<file path="src/rtl/pixel_scan_pkg.sv">
package pixel_scan_pkg;
   // Level of an idle stage: the token is carried as a low level
   localparam logic STAGE_IDLE = 1'b1;
   // Smallest chain that still has a first and a last channel
   localparam int unsigned MIN_CHANNELS = 2;
endpackage

</file>
<file path="src/rtl/scan_stage.sv">
module scan_stage
   import pixel_scan_pkg::*;
(
   input  logic clk_i,
   input  logic rst_i,
   input  logic tok_n_i,
   output logic tok_n_o
);
   always_ff @(negedge clk_i) begin
      if (rst_i) tok_n_o <= STAGE_IDLE;
      else       tok_n_o <= tok_n_i;
   end
endmodule

</file>
<file path="src/rtl/enable_nor_bank.sv">
module enable_nor_bank #(
   parameter int unsigned WIDTH = 128
) (
   input  logic             clk_i,
   input  logic             rst_i,
   input  logic [WIDTH-1:0] tok_n_i,
   input  logic             inhibit_i,
   output logic [WIDTH-1:0] en_o
);
   for (genvar g = 0; g < WIDTH; g++) begin : g_nor
      assign en_o[g] = ~(tok_n_i[g] | inhibit_i);
   end

   // inhibit overrides every enable
   a_r5_inhibit_blocks: assert property (@(negedge clk_i) disable iff (rst_i)
      inhibit_i |-> (en_o == '0));
endmodule

</file>
<file path="src/rtl/pixel_scan_chain.sv">
module pixel_scan_chain
   import pixel_scan_pkg::*;
#(
   parameter int unsigned CHANNELS = 128
) (
   input  logic                clk_i,
   input  logic                rst_i,
   input  logic                start_i,
   input  logic                inhibit_i,
   output logic [CHANNELS-1:0] pix_en_o,
   output logic                scan_end_o
);
   localparam int unsigned STAGES = CHANNELS + 1;

   if (CHANNELS < MIN_CHANNELS) begin : g_bad_size
      $error("pixel_scan_chain: CHANNELS below minimum");
   end

   logic [STAGES-1:0] stage_d_n;
   logic [STAGES-1:0] stage_q_n;

   assign stage_d_n[0] = ~start_i;
   for (genvar g = 1; g < STAGES; g++) begin : g_link
      assign stage_d_n[g] = stage_q_n[g-1];
   end

   for (genvar g = 0; g < STAGES; g++) begin : g_stage
      scan_stage u_stage (
         .clk_i   (clk_i),
         .rst_i   (rst_i),
         .tok_n_i (stage_d_n[g]),
         .tok_n_o (stage_q_n[g])
      );
   end

   enable_nor_bank #(.WIDTH(CHANNELS)) u_nor (
      .clk_i     (clk_i),
      .rst_i     (rst_i),
      .tok_n_i   (stage_q_n[CHANNELS-1:0]),
      .inhibit_i (inhibit_i),
      .en_o      (pix_en_o)
   );

   assign scan_end_o = ~stage_q_n[CHANNELS];

   // never two switches on together
   a_r7_single_enable: assert property (@(negedge clk_i) disable iff (rst_i)
      $onehot0(pix_en_o));
   // a sampled start shows up on channel 0 unless inhibited
   a_r2_start_loads: assert property (@(negedge clk_i) disable iff (rst_i)
      start_i |=> (inhibit_i || pix_en_o[0]));
   // end-of-scan follows the last channel
   a_r6_end_follows_last: assert property (@(negedge clk_i) disable iff (rst_i)
      (!stage_q_n[CHANNELS-1]) |=> scan_end_o);
   // end-of-scan lasts a single slot
   a_r6_end_one_slot: assert property (@(negedge clk_i) disable iff (rst_i)
      scan_end_o |=> !scan_end_o);
endmodule

</file>
<file path="config.mk">
export PLATFORM = sky130hd
export DESIGN_NAME = pixel_scan_chain
export DESIGN_NICKNAME = d
export VERILOG_FILES = /design/src/rtl/pixel_scan_pkg.sv /design/src/rtl/scan_stage.sv /design/src/rtl/enable_nor_bank.sv /design/src/rtl/pixel_scan_chain.sv
export SDC_FILE = /design/constraint.sdc
export NUM_CORES = 1
export LEC_CHECK = 0
export BUFFER_PORTS_ARGS = -buffer_cell sky130_fd_sc_hd__buf_2
export CORE_ASPECT_RATIO = 1.4
export CORE_MARGIN = 4
export CORE_UTILIZATION = 50
export DETAILED_ROUTE_END_ITERATION = 6
export GPL_ROUTABILITY_DRIVEN = 0
export GPL_TIMING_DRIVEN = 1
export MAX_ROUTING_LAYER = met4
export PLACE_DENSITY = 0.86
export SYNTH_ARGS = -nofsm -noshare
export SYNTH_HDL_FRONTEND = slang
export SYNTH_HIERARCHICAL = 1
export SYNTH_SLANG_ARGS = --single-unit
</file>
<file path="constraint.sdc">
create_clock -name clk_i -period 0.8 [get_ports clk_i]
set_input_delay 0.04 -clock clk_i [delete_from_list [all_inputs] [get_ports clk_i]]
set_output_delay 0.04 -clock clk_i [all_outputs]
set_load 0.02 [all_outputs]
</file>
==> flow_metrics.py, run 1 <==
metrics = {
    "route": {
        "drt_wl_total_um": 16700,
        "antenna_left": 0,
        "post_drt_wl_per_cell_um": 20.4,
        "route.detailed.drc": 0,
        "drtPass1Iterations": 4,
        "vias_per_cell": 4.93,
        "vias": 4030,
        "first_iter_violations": 269,
    },
    "floorplan": {
        "die_area_um2": 10600,
        "die_y_um": 120,
        "core_um2": 8710,
        "die_w_um": 88.3,
        "initial_core_util_pct": 51.9,
        "num_rows": 40,
        "io_pins": 133,
    },
    "critical_path": {
        "setup.worst_path.start": "g_stage[21].u_stage/tok_n_o",
        "crit-reg2reg-capture": "g_stage[13].u_stage/tok_n_o",
        "cp_data_arrival_time_ps": 1470,
        "reg2reg_depth": 3,
        "critPathLaunchType": "register",
        "path_class": "register to primary output",
        "r2r-start": "g_stage[12].u_stage/tok_n_o",
        "end_kind": "primary output",
        "required_ps": 760,
        "r2r_slack_ps": -70,
        "cp_max_fo": 2,
    },
    "outcome": {
        "violations": "negative setup slack",
        "status": "finished with violations",
    },
    "clocking": {
        "cts_inserted_buffers": 17,
        "cts_max_level": 4,
        "cts_sinks": 129,
        "ctsHoldBuffers": 0,
        "root_buffer": "clkbuf_16",
        "clk_pin_slew_ps": 90,
        "cts_tree": "built",
        "clockBufferDepth": 2,
        "worstSkewPairLatency_ps": 480,
    },
    "global_route": {
        "antenna_found_initial": 0,
        "grt_use_met1_pct": 26.5,
        "grt_max_degree": 43,
        "busiest_layer": "met2",
        "grtUsageMet2_pct": 54.0,
        "grt-ovfl-total": 0,
        "grt_first_pass_wirelength_um": 23500,
        "grt_usage_pct": 30.9,
        "grt_util_met3_pct": 13.2,
        "grt_pass1_vias": 4738,
    },
    "synthesis": {
        "synth_top_area_share_pct": 57.2,
        "synth-seq-area-share_pct": 57.2,
        "async_flop_share_pct": 0,
        "synth_area_leaders": "dfxtp_1 57%, or2_1 18%, inv_1 11%",
        "yosysMostFrequentCell": "inv_1",
        "synthFlopType": "dfxtp_1",
        "synth.distinct_cells": 6,
        "synth_commonest_cells": "131 x inv_1, 129 x dfxtp_1, 129 x or2_1",
        "netlist_area_um2": 4520,
        "synth-edff-count": 0,
        "synth.largest_area_cell": "dfxtp_1",
        "synth_warnings": 6,
        "syn_inst": 531,
        "postSynthAreaPerCell_um2": 8.50,
        "synth_fp_nets": 535,
        "yosys_register_bits": 129,
    },
    "layout": {
        "layout.nets": 705,
        "top_register": "g_stage.u_stage/tok_n_o",
        "utilization_pct": 93.3,
        "fillers": 258,
        "reg.largest.list": "g_stage.u_stage/tok_n_o (129)",
        "drive_above_1_share_pct": 63.0,
        "area_growth_pct": 79.9,
        "largest_reg_flops": 129,
        "finalInstanceArea_um2": 8130,
        "regArea_um2": 2750,
        "diodes": 0,
        "multi_input_area_um2": 2250,
        "fin_cells": 818,
    },
    "timing": {
        "slew_viol_final": 0,
        "slew_headroom_pct": 82.3,
        "hold_viol_final": 0,
        "rsz0062_at_grt": "yes",
        "worst-slew-pin-transition_ps": 266,
        "setup_slack_ps": -709,
        "setup_viol": 136,
        "skew_ps": 42.4,
    },
    "power_and_ir_drop": {
        "cellPowerDensity_nw_per_um2": 2330,
        "p_leak_nw": 3.37,
        "vdd_drop_max_v": 0.00194,
    },
    "place": {
        "dpl.hpwl_um": 7420,
        "preCtsSetupSlack_ps": -343,
        "dpl-instance-area_um2": 6370,
        "io_buffers": 132,
        "dpl.cell_count": 773,
    },
    "min_path": {
        "hold_path.class": "input port to register",
        "hold_depth": 3,
        "worstHoldStart": "start_i",
        "min_to": "g_stage[0].u_stage/tok_n_o",
    },
    "flow_run": {
        "cap_violations": 0,
    },
}
==> worst max-delay path: stages, from the launching register on <==
cell     delay [ps]
dfxtp_2         350
nor2_4          100
buf_6           130
==> area by class of cell <==
class                   count  area share (%)
repair buffers            165            22.9
well taps                 105            1.62
flip-flops and latches    129            33.8
multi-input cells         257            27.7
inverters                   2          0.0924
clock buffers              17            5.24
clock inverters           143            8.61
==> metrics by stage <==
step                      hold WS [ps]  TNS (ps)  power, W
after floorplan                    402    -10740   0.00895
after global placement             442    -63300   0.00911
after detailed placement           464    -65570   0.00912
after CTS                          232    -80130    0.0183
after global routing               329    -85660    0.0198
final                              354    -81630    0.0189
==> cell usage in the layout, fill, tap and decap left out, types with 2 or more instances in the layout <==
cell type / Yosys / final
buf_12: 0 / 9
buf_2: 0 / 2
buf_4: 1 / 17
buf_6: 13 / 136
bufinv_16: 0 / 6
clkbuf_16: 0 / 17
clkinvlp_2: 0 / 2
dfxtp_2: 0 / 127
dfxtp_4: 0 / 2
inv_1: 131 / 135
nor2_4: 0 / 128
or2_1: 129 / 129
==> cell families after synthesis <==
| kind of cell | after synthesis | share of synthesized area (%) |
|---|---|---|
| flip-flops | 129 | 57.2 |
| AND/OR/NAND/NOR | 257 | 28.5 |
| buffers and inverters | 145 | 14.3 |
==> power breakdown <==
part / switching (W) / internal [W]
Sequential: 0.0000108 / 0.00646
Clock: 0.00523 / 0.00664
Combinational: 0.000404 / 0.000151
==> layer usage <==
layer	share of wire, %	vias to the layer above
met2	57	180
met5	0	-
li1	-	1821
met3	5.2	49
met1	33	1980
met4	4.2	0
==> worst max path at each step <==
stage | to | slack, ps | cells past startpoint
detailed placement | g_stage[98].u_stage/tok_n_o | -340 | 3
global placement | g_stage[126].u_stage/tok_n_o | -320 | 3
finish | pix_en_o[21] | -710 | 2
CTS | pix_en_o[21] | -660 | 2
floorplan | pix_en_o[0] | -120 | 1
global route | pix_en_o[21] | -730 | 2
==> what timing repair did <==
item	CTS	global route
pin swaps	4	12
buffers inserted	5	11
gates resized for setup	391	8
setup endpoints to repair	131	132
(Power assumes the default switching activity.)
==> run 2, diff against run 1 <==
--- a/config.mk
+++ b/config.mk
@@ -8,12 +8,12 @@
 export BUFFER_PORTS_ARGS = -buffer_cell sky130_fd_sc_hd__buf_2
 export CORE_ASPECT_RATIO = 1.4
 export CORE_MARGIN = 4
-export CORE_UTILIZATION = 50
+export CORE_UTILIZATION = 46
 export DETAILED_ROUTE_END_ITERATION = 6
 export GPL_ROUTABILITY_DRIVEN = 0
 export GPL_TIMING_DRIVEN = 1
 export MAX_ROUTING_LAYER = met4
-export PLACE_DENSITY = 0.86
+export PLACE_DENSITY = 0.83
 export SYNTH_ARGS = -nofsm -noshare
 export SYNTH_HDL_FRONTEND = slang
 export SYNTH_HIERARCHICAL = 1
==> constraint.sdc (replaced) <==
create_clock -name clk_i -period 1.3 [get_ports clk_i]
set_input_delay 0.065 -clock clk_i [delete_from_list [all_inputs] [get_ports clk_i]]
set_output_delay 0.065 -clock clk_i [all_outputs]
set_load 0.02 [all_outputs]
==> flow_metrics.py, run 2 (same netlist as run 1, synthesis figures left out) <==
metrics = {
    "clocking": {
        "cts_sinks": 129,
        "root_buffer": "clkbuf_16",
        "clk_pin_slew_ps": 50,
        "worstSkewPairLatency_ps": 470,
        "cts_inserted_buffers": 17,
        "cts_max_level": 4,
        "ctsHoldBuffers": 0,
        "clockBufferDepth": 2,
        "cts_tree": "built",
    },
    "power_and_ir_drop": {
        "pwr-share-comb_pct": 2.1,
        "power.internal_w": 0.00718,
        "vdd_drop_max_v": 0.00122,
        "cellPowerDensity_nw_per_um2": 1470,
        "power.share.clock_pct": 58.1,
        "swShare_pct": 28.5,
        "p_leak_nw": 3.09,
        "p_sw_w": 0.00286,
        "seq_power_share_pct": 39.8,
    },
    "global_route": {
        "grt-ovfl-total": 0,
        "grt_max_degree": 57,
        "grt_first_pass_wirelength_um": 16100,
        "grt_usage_pct": 18.0,
        "grt_pass1_vias": 3828,
        "antenna_found_initial": 0,
    },
    "layout": {
        "layout.nets": 684,
        "fillers": 654,
        "layout_common_cells": "132 x inv_1, 129 x or2_1, 102 x dfxtp_2",
        "regArea_um2": 2710,
        "diodes": 0,
        "drive_above_1_share_pct": 50.4,
        "largest_reg_flops": 129,
        "area_growth_pct": 51.4,
        "top_register": "g_stage.u_stage/tok_n_o",
        "multi_input_area_um2": 1570,
        "layout_commonest_cell": "inv_1",
        "reg.largest.list": "g_stage.u_stage/tok_n_o (129)",
        "fin_cells": 825,
    },
    "timing": {
        "hold_viol_final": 0,
        "slew_headroom_pct": 72.5,
        "worst-slew-pin-transition_ps": 413,
        "skew_ps": 34.0,
        "rsz0062_at_grt": "yes",
        "setup_slack_ps": -470,
        "slew_viol_final": 0,
        "setup_viol": 129,
        "whs_ps": 420,
    },
    "place": {
        "io_buffers": 132,
        "dpl.cell_count": 789,
        "dpl.hpwl_um": 6490,
    },
    "critical_path": {
        "required_ps": 1240,
        "end_kind": "primary output",
        "cp_data_arrival_time_ps": 1700,
        "critPathLaunchType": "register",
        "path_class": "register to primary output",
        "cp_max_fo": 2,
    },
    "floorplan": {
        "io_pins": 133,
        "die_w_um": 91.7,
        "die_area_um2": 11500,
        "initial_core_util_pct": 47.5,
        "num_rows": 42,
        "core_um2": 9510,
        "die_y_um": 125,
    },
    "route": {
        "post_drt_wl_per_cell_um": 12.9,
        "vias": 3609,
        "first_iter_violations": 110,
        "antenna_left": 0,
        "vias_per_cell": 4.37,
        "drt_wl_total_um": 10700,
        "route.detailed.drc": 0,
        "drtPass1Iterations": 4,
    },
    "flow_run": {
        "cap_violations": 0,
    },
    "outcome": {
        "status": "finished with violations",
        "violations": "negative setup slack",
    },
    "min_path": {
        "hold_path.class": "register to register",
    },
}
run 2: path summary, 6_finish.rpt:
path | start | end | slack, ps | cells past startpoint
hold / removal | g_stage[64].u_stage/tok_n_o | g_stage[65].u_stage/tok_n_o | 420 | 1
setup / recovery | g_stage[54].u_stage/tok_n_o | pix_en_o[54] | -470 | 2
hold reg to reg | g_stage[64].u_stage/tok_n_o | g_stage[65].u_stage/tok_n_o | 420 | 1
setup reg to reg | g_stage[30].u_stage/tok_n_o | g_stage[31].u_stage/tok_n_o | 400 | 3
run 2: worst max-delay path: stages (launching register included):
cell,delay [ps]
dfxtp_2,330
nor2_2,120
buf_4,150
run 2: power by group through the flow:
| stage | clock network [W] | registers [W] | logic (W) |
|---|---|---|---|
| 2_1_floorplan | 0.00124 | 0.00405 | 0.0000983 |
| 3_3_place_gp | 0.00124 | 0.00405 | 0.000163 |
| 3_5_place_dp | 0.00124 | 0.00405 | 0.000164 |
| 4_1_cts | 0.00598 | 0.00400 | 0.000174 |
| 5_1_grt | 0.00661 | 0.00398 | 0.000225 |
| 6_report | 0.00584 | 0.00399 | 0.000207 |
run 2: area by class of cell:
| cell class | count | area share [%] |
|---|---|---|
| clock buffers | 17 | 6.22 |
| clock inverters | 144 | 8.78 |
| inverters | 2 | 0.110 |
| multi-input cells | 257 | 23.0 |
| flip-flops and latches | 129 | 39.7 |
| well taps | 132 | 2.42 |
| repair buffers | 144 | 19.8 |
run 2: per-stage QoR:
step	setup WS, ps	util (%)	power, W	setup TNS [ps]	area [um2]
2_1_floorplan	18.6	-	0.00539	0	4520
3_3_place_gp	-92.6	56.0	0.00545	-9220	5330
3_5_place_dp	-117	56.0	0.00545	-10760	5330
4_1_cts	-442	66.7	0.0102	-51650	6340
5_1_grt	-495	71.9	0.0108	-57150	6840
6_report	-470	71.9	0.0100	-50550	6840
run 2: per-layer routing:
metal | wire, um | part of all wire [%] | GRT usage, %
met2 | 5980 | 56 | 28.9
met3 | 490 | 4.6 | 9.25
met1 | 4000 | 37 | 16.8
met4 | 206 | 1.9 | 11.6
met5 | 0 | 0 | -
run 2: repair_timing:
| action | CTS | global route |
|---|---|---|
| setup endpoints to repair | 129 | 129 |
| gates cloned | 0 | 0 |
| buffers inserted | 2 | 2 |
| pin swaps | 17 | 59 |
| gates resized for setup | 188 | 192 |
==> run 3, diff against run 2 <==
--- a/config.mk
+++ b/config.mk
@@ -8,13 +8,13 @@
 export BUFFER_PORTS_ARGS = -buffer_cell sky130_fd_sc_hd__buf_2
 export CORE_ASPECT_RATIO = 1.4
 export CORE_MARGIN = 4
-export CORE_UTILIZATION = 46
+export CORE_UTILIZATION = 45
 export DETAILED_ROUTE_END_ITERATION = 6
 export GPL_ROUTABILITY_DRIVEN = 0
 export GPL_TIMING_DRIVEN = 1
 export MAX_ROUTING_LAYER = met4
 export PLACE_DENSITY = 0.83
+export SLEW_MARGIN = 20
 export SYNTH_ARGS = -nofsm -noshare
 export SYNTH_HDL_FRONTEND = slang
-export SYNTH_HIERARCHICAL = 1
 export SYNTH_SLANG_ARGS = --single-unit
==> flow_metrics.py, run 3 <==
metrics = {
    "outcome": {
        "status": "finished with violations",
        "violations": "negative setup slack",
    },
    "layout": {
        "largest_reg_flops": 129,
        "drive_above_1_share_pct": 54.9,
        "finalInstanceArea_um2": 7010,
        "area_growth_pct": 73.0,
        "diodes": 0,
        "layout_commonest_cell": "inv_1",
        "utilization_pct": 80.5,
        "regArea_um2": 2720,
        "top_register": "g_stage.u_stage.tok_n_o",
        "layout.nets": 688,
        "layout_common_cells": "131 x inv_1, 110 x or2_1, 109 x dfxtp_2",
        "fillers": 496,
        "multi_input_area_um2": 1660,
        "reg.largest.list": "g_stage.u_stage.tok_n_o (129)",
    },
    "synthesis": {
        "synth_area_leaders": "dfxtp_1 64%, or2_1 17%, nor2_1 12%",
        "postSynthAreaPerCell_um2": 9.74,
        "synth_warnings": 0,
        "synth.distinct_cells": 10,
        "yosysMostFrequentCell": "dfxtp_1",
        "syn_inst": 416,
        "synth_fp_nets": 420,
        "netlist_area_um2": 4050,
        "async_flop_share_pct": 0,
        "synth-seq-area-share_pct": 63.7,
        "synth-edff-count": 0,
        "synth_top_area_share_pct": 63.7,
        "yosys_register_bits": 129,
        "synthFlopType": "dfxtp_1",
        "synth_commonest_cells": "129 x dfxtp_1, 128 x nor2_1, 110 x or2_1",
        "synth.largest_area_cell": "dfxtp_1",
    },
    "power_and_ir_drop": {
        "p_leak_nw": 3.20,
        "p_sw_w": 0.00331,
        "power.internal_w": 0.00757,
        "pwr-share-comb_pct": 1.9,
        "vdd_drop_max_v": 0.00183,
        "power.share.clock_pct": 61.4,
        "seq_power_share_pct": 36.7,
        "swShare_pct": 30.4,
        "cellPowerDensity_nw_per_um2": 1550,
    },
    "critical_path": {
        "required_ps": 1240,
        "end_kind": "primary output",
        "cp_data_arrival_time_ps": 1720,
        "path_class": "register to primary output",
        "cp_max_fo": 2,
        "critPathLaunchType": "register",
        "reg2reg_depth": 2,
    },
    "timing": {
        "hold_viol_final": 0,
        "whs_ps": 409,
        "slew_headroom_pct": 54.4,
        "skew_ps": 51.5,
        "rsz0062_at_grt": "yes",
        "setup_viol": 129,
        "setup_slack_ps": -489,
        "slew_viol_final": 0,
        "worst-slew-pin-transition_ps": 684,
    },
    "floorplan": {
        "core_um2": 8710,
        "die_area_um2": 10600,
        "io_pins": 133,
        "initial_core_util_pct": 46.6,
        "die_y_um": 120,
        "die_w_um": 88.2,
        "num_rows": 40,
    },
    "clocking": {
        "cts_max_level": 4,
        "clockBufferDepth": 2,
        "cts_inserted_buffers": 17,
        "cts_tree": "built",
        "clk_pin_slew_ps": 110,
        "cts_sinks": 129,
        "ctsHoldBuffers": 0,
        "worstSkewPairLatency_ps": 490,
        "root_buffer": "clkbuf_16",
    },
    "global_route": {
        "grt-ovfl-total": 0,
        "grt_first_pass_wirelength_um": 18200,
        "antenna_found_initial": 0,
        "grt_usage_pct": 22.9,
        "grt_max_degree": 56,
        "grt_pass1_vias": 4159,
    },
    "route": {
        "vias": 3768,
        "antenna_left": 0,
        "route.detailed.drc": 0,
        "first_iter_violations": 144,
        "drt_wl_total_um": 12900,
        "drtPass1Iterations": 5,
        "post_drt_wl_per_cell_um": 16.1,
        "vias_per_cell": 4.70,
    },
    "place": {
        "dpl-instance-area_um2": 4780,
        "dpl.hpwl_um": 5700,
        "preCtsSetupSlack_ps": -179,
        "io_buffers": 132,
    },
    "min_path": {
        "hold_path.class": "register to register",
        "hold_depth": 1,
    },
    "flow_run": {
        "cap_violations": 0,
    },
}
-- run 3: metrics by stage --
step | total power (W) | setup TNS, ps | cells
2_1_floorplan | 0.00478 | 0 | 416
3_3_place_gp | 0.00481 | -12780 | 633
3_5_place_dp | 0.00481 | -14450 | 633
4_1_cts | 0.0107 | -52090 | 797
5_1_grt | 0.0115 | -58020 | 802
6_report | 0.0109 | -52360 | 802
-- run 3: critical path, stage by stage (launching register included) --
cell and delay, ps:
dfxtp_2 360, nor2_4 100, buf_6 130
-- run 3: cell type report --
| cell class | count | share of cell area [%] |
|---|---|---|
| flip-flops and latches | 129 | 38.8 |
| multi-input cells | 257 | 23.6 |
| repair buffers | 149 | 20.4 |
| clock inverters | 144 | 9.21 |
| clock buffers | 17 | 6.07 |
| well taps | 105 | 1.87 |
| inverters | 1 | 0.0535 |
-- run 3: worst paths after layout --
check,slack (ps),start,endpoint
hold / removal,410,g_stage[32].u_stage.tok_n_o,g_stage[33].u_stage.tok_n_o
hold reg to reg,410,g_stage[32].u_stage.tok_n_o,g_stage[33].u_stage.tok_n_o
setup reg to reg,430,g_stage[59].u_stage.tok_n_o,g_stage[60].u_stage.tok_n_o
setup / recovery,-490,g_stage[56].u_stage.tok_n_o,pix_en_o[56]
-- run 3: repair_timing --
action | CTS | global route
endpoints found under the setup margin | 129 | 129
gates resized for setup | 251 | 170
pin swaps | 99 | 44
buffers inserted | 4 | 5
-- run 3: cells by family after synthesis --
logic type	after synthesis	synth area share, %
and+or+nand+nor	257	31.8
DFF	129	63.7
buffers and inverters	30	4.54
-- run 3: metal layers --
layer	global-route usage, %	part of all wire (%)	vias up
li1	-	-	1782
met3	9.82	4.8	32
met2	36.2	55	151
met4	17.1	3.3	0
met1	21.6	37	1803
met5	-	0	-
-- run 3: power by group through the flow --
| stage | Sequential (W) | Combinational [W] | Clock (W) |
|---|---|---|---|
| floorplan | 0.00405 | 0.000125 | 0.000605 |
| CTS | 0.00399 | 0.000178 | 0.00656 |
| finish | 0.00399 | 0.000207 | 0.00668 |
| global route | 0.00398 | 0.000222 | 0.00727 |
| detailed placement | 0.00405 | 0.000157 | 0.000605 |
| global placement | 0.00405 | 0.000153 | 0.000605 |
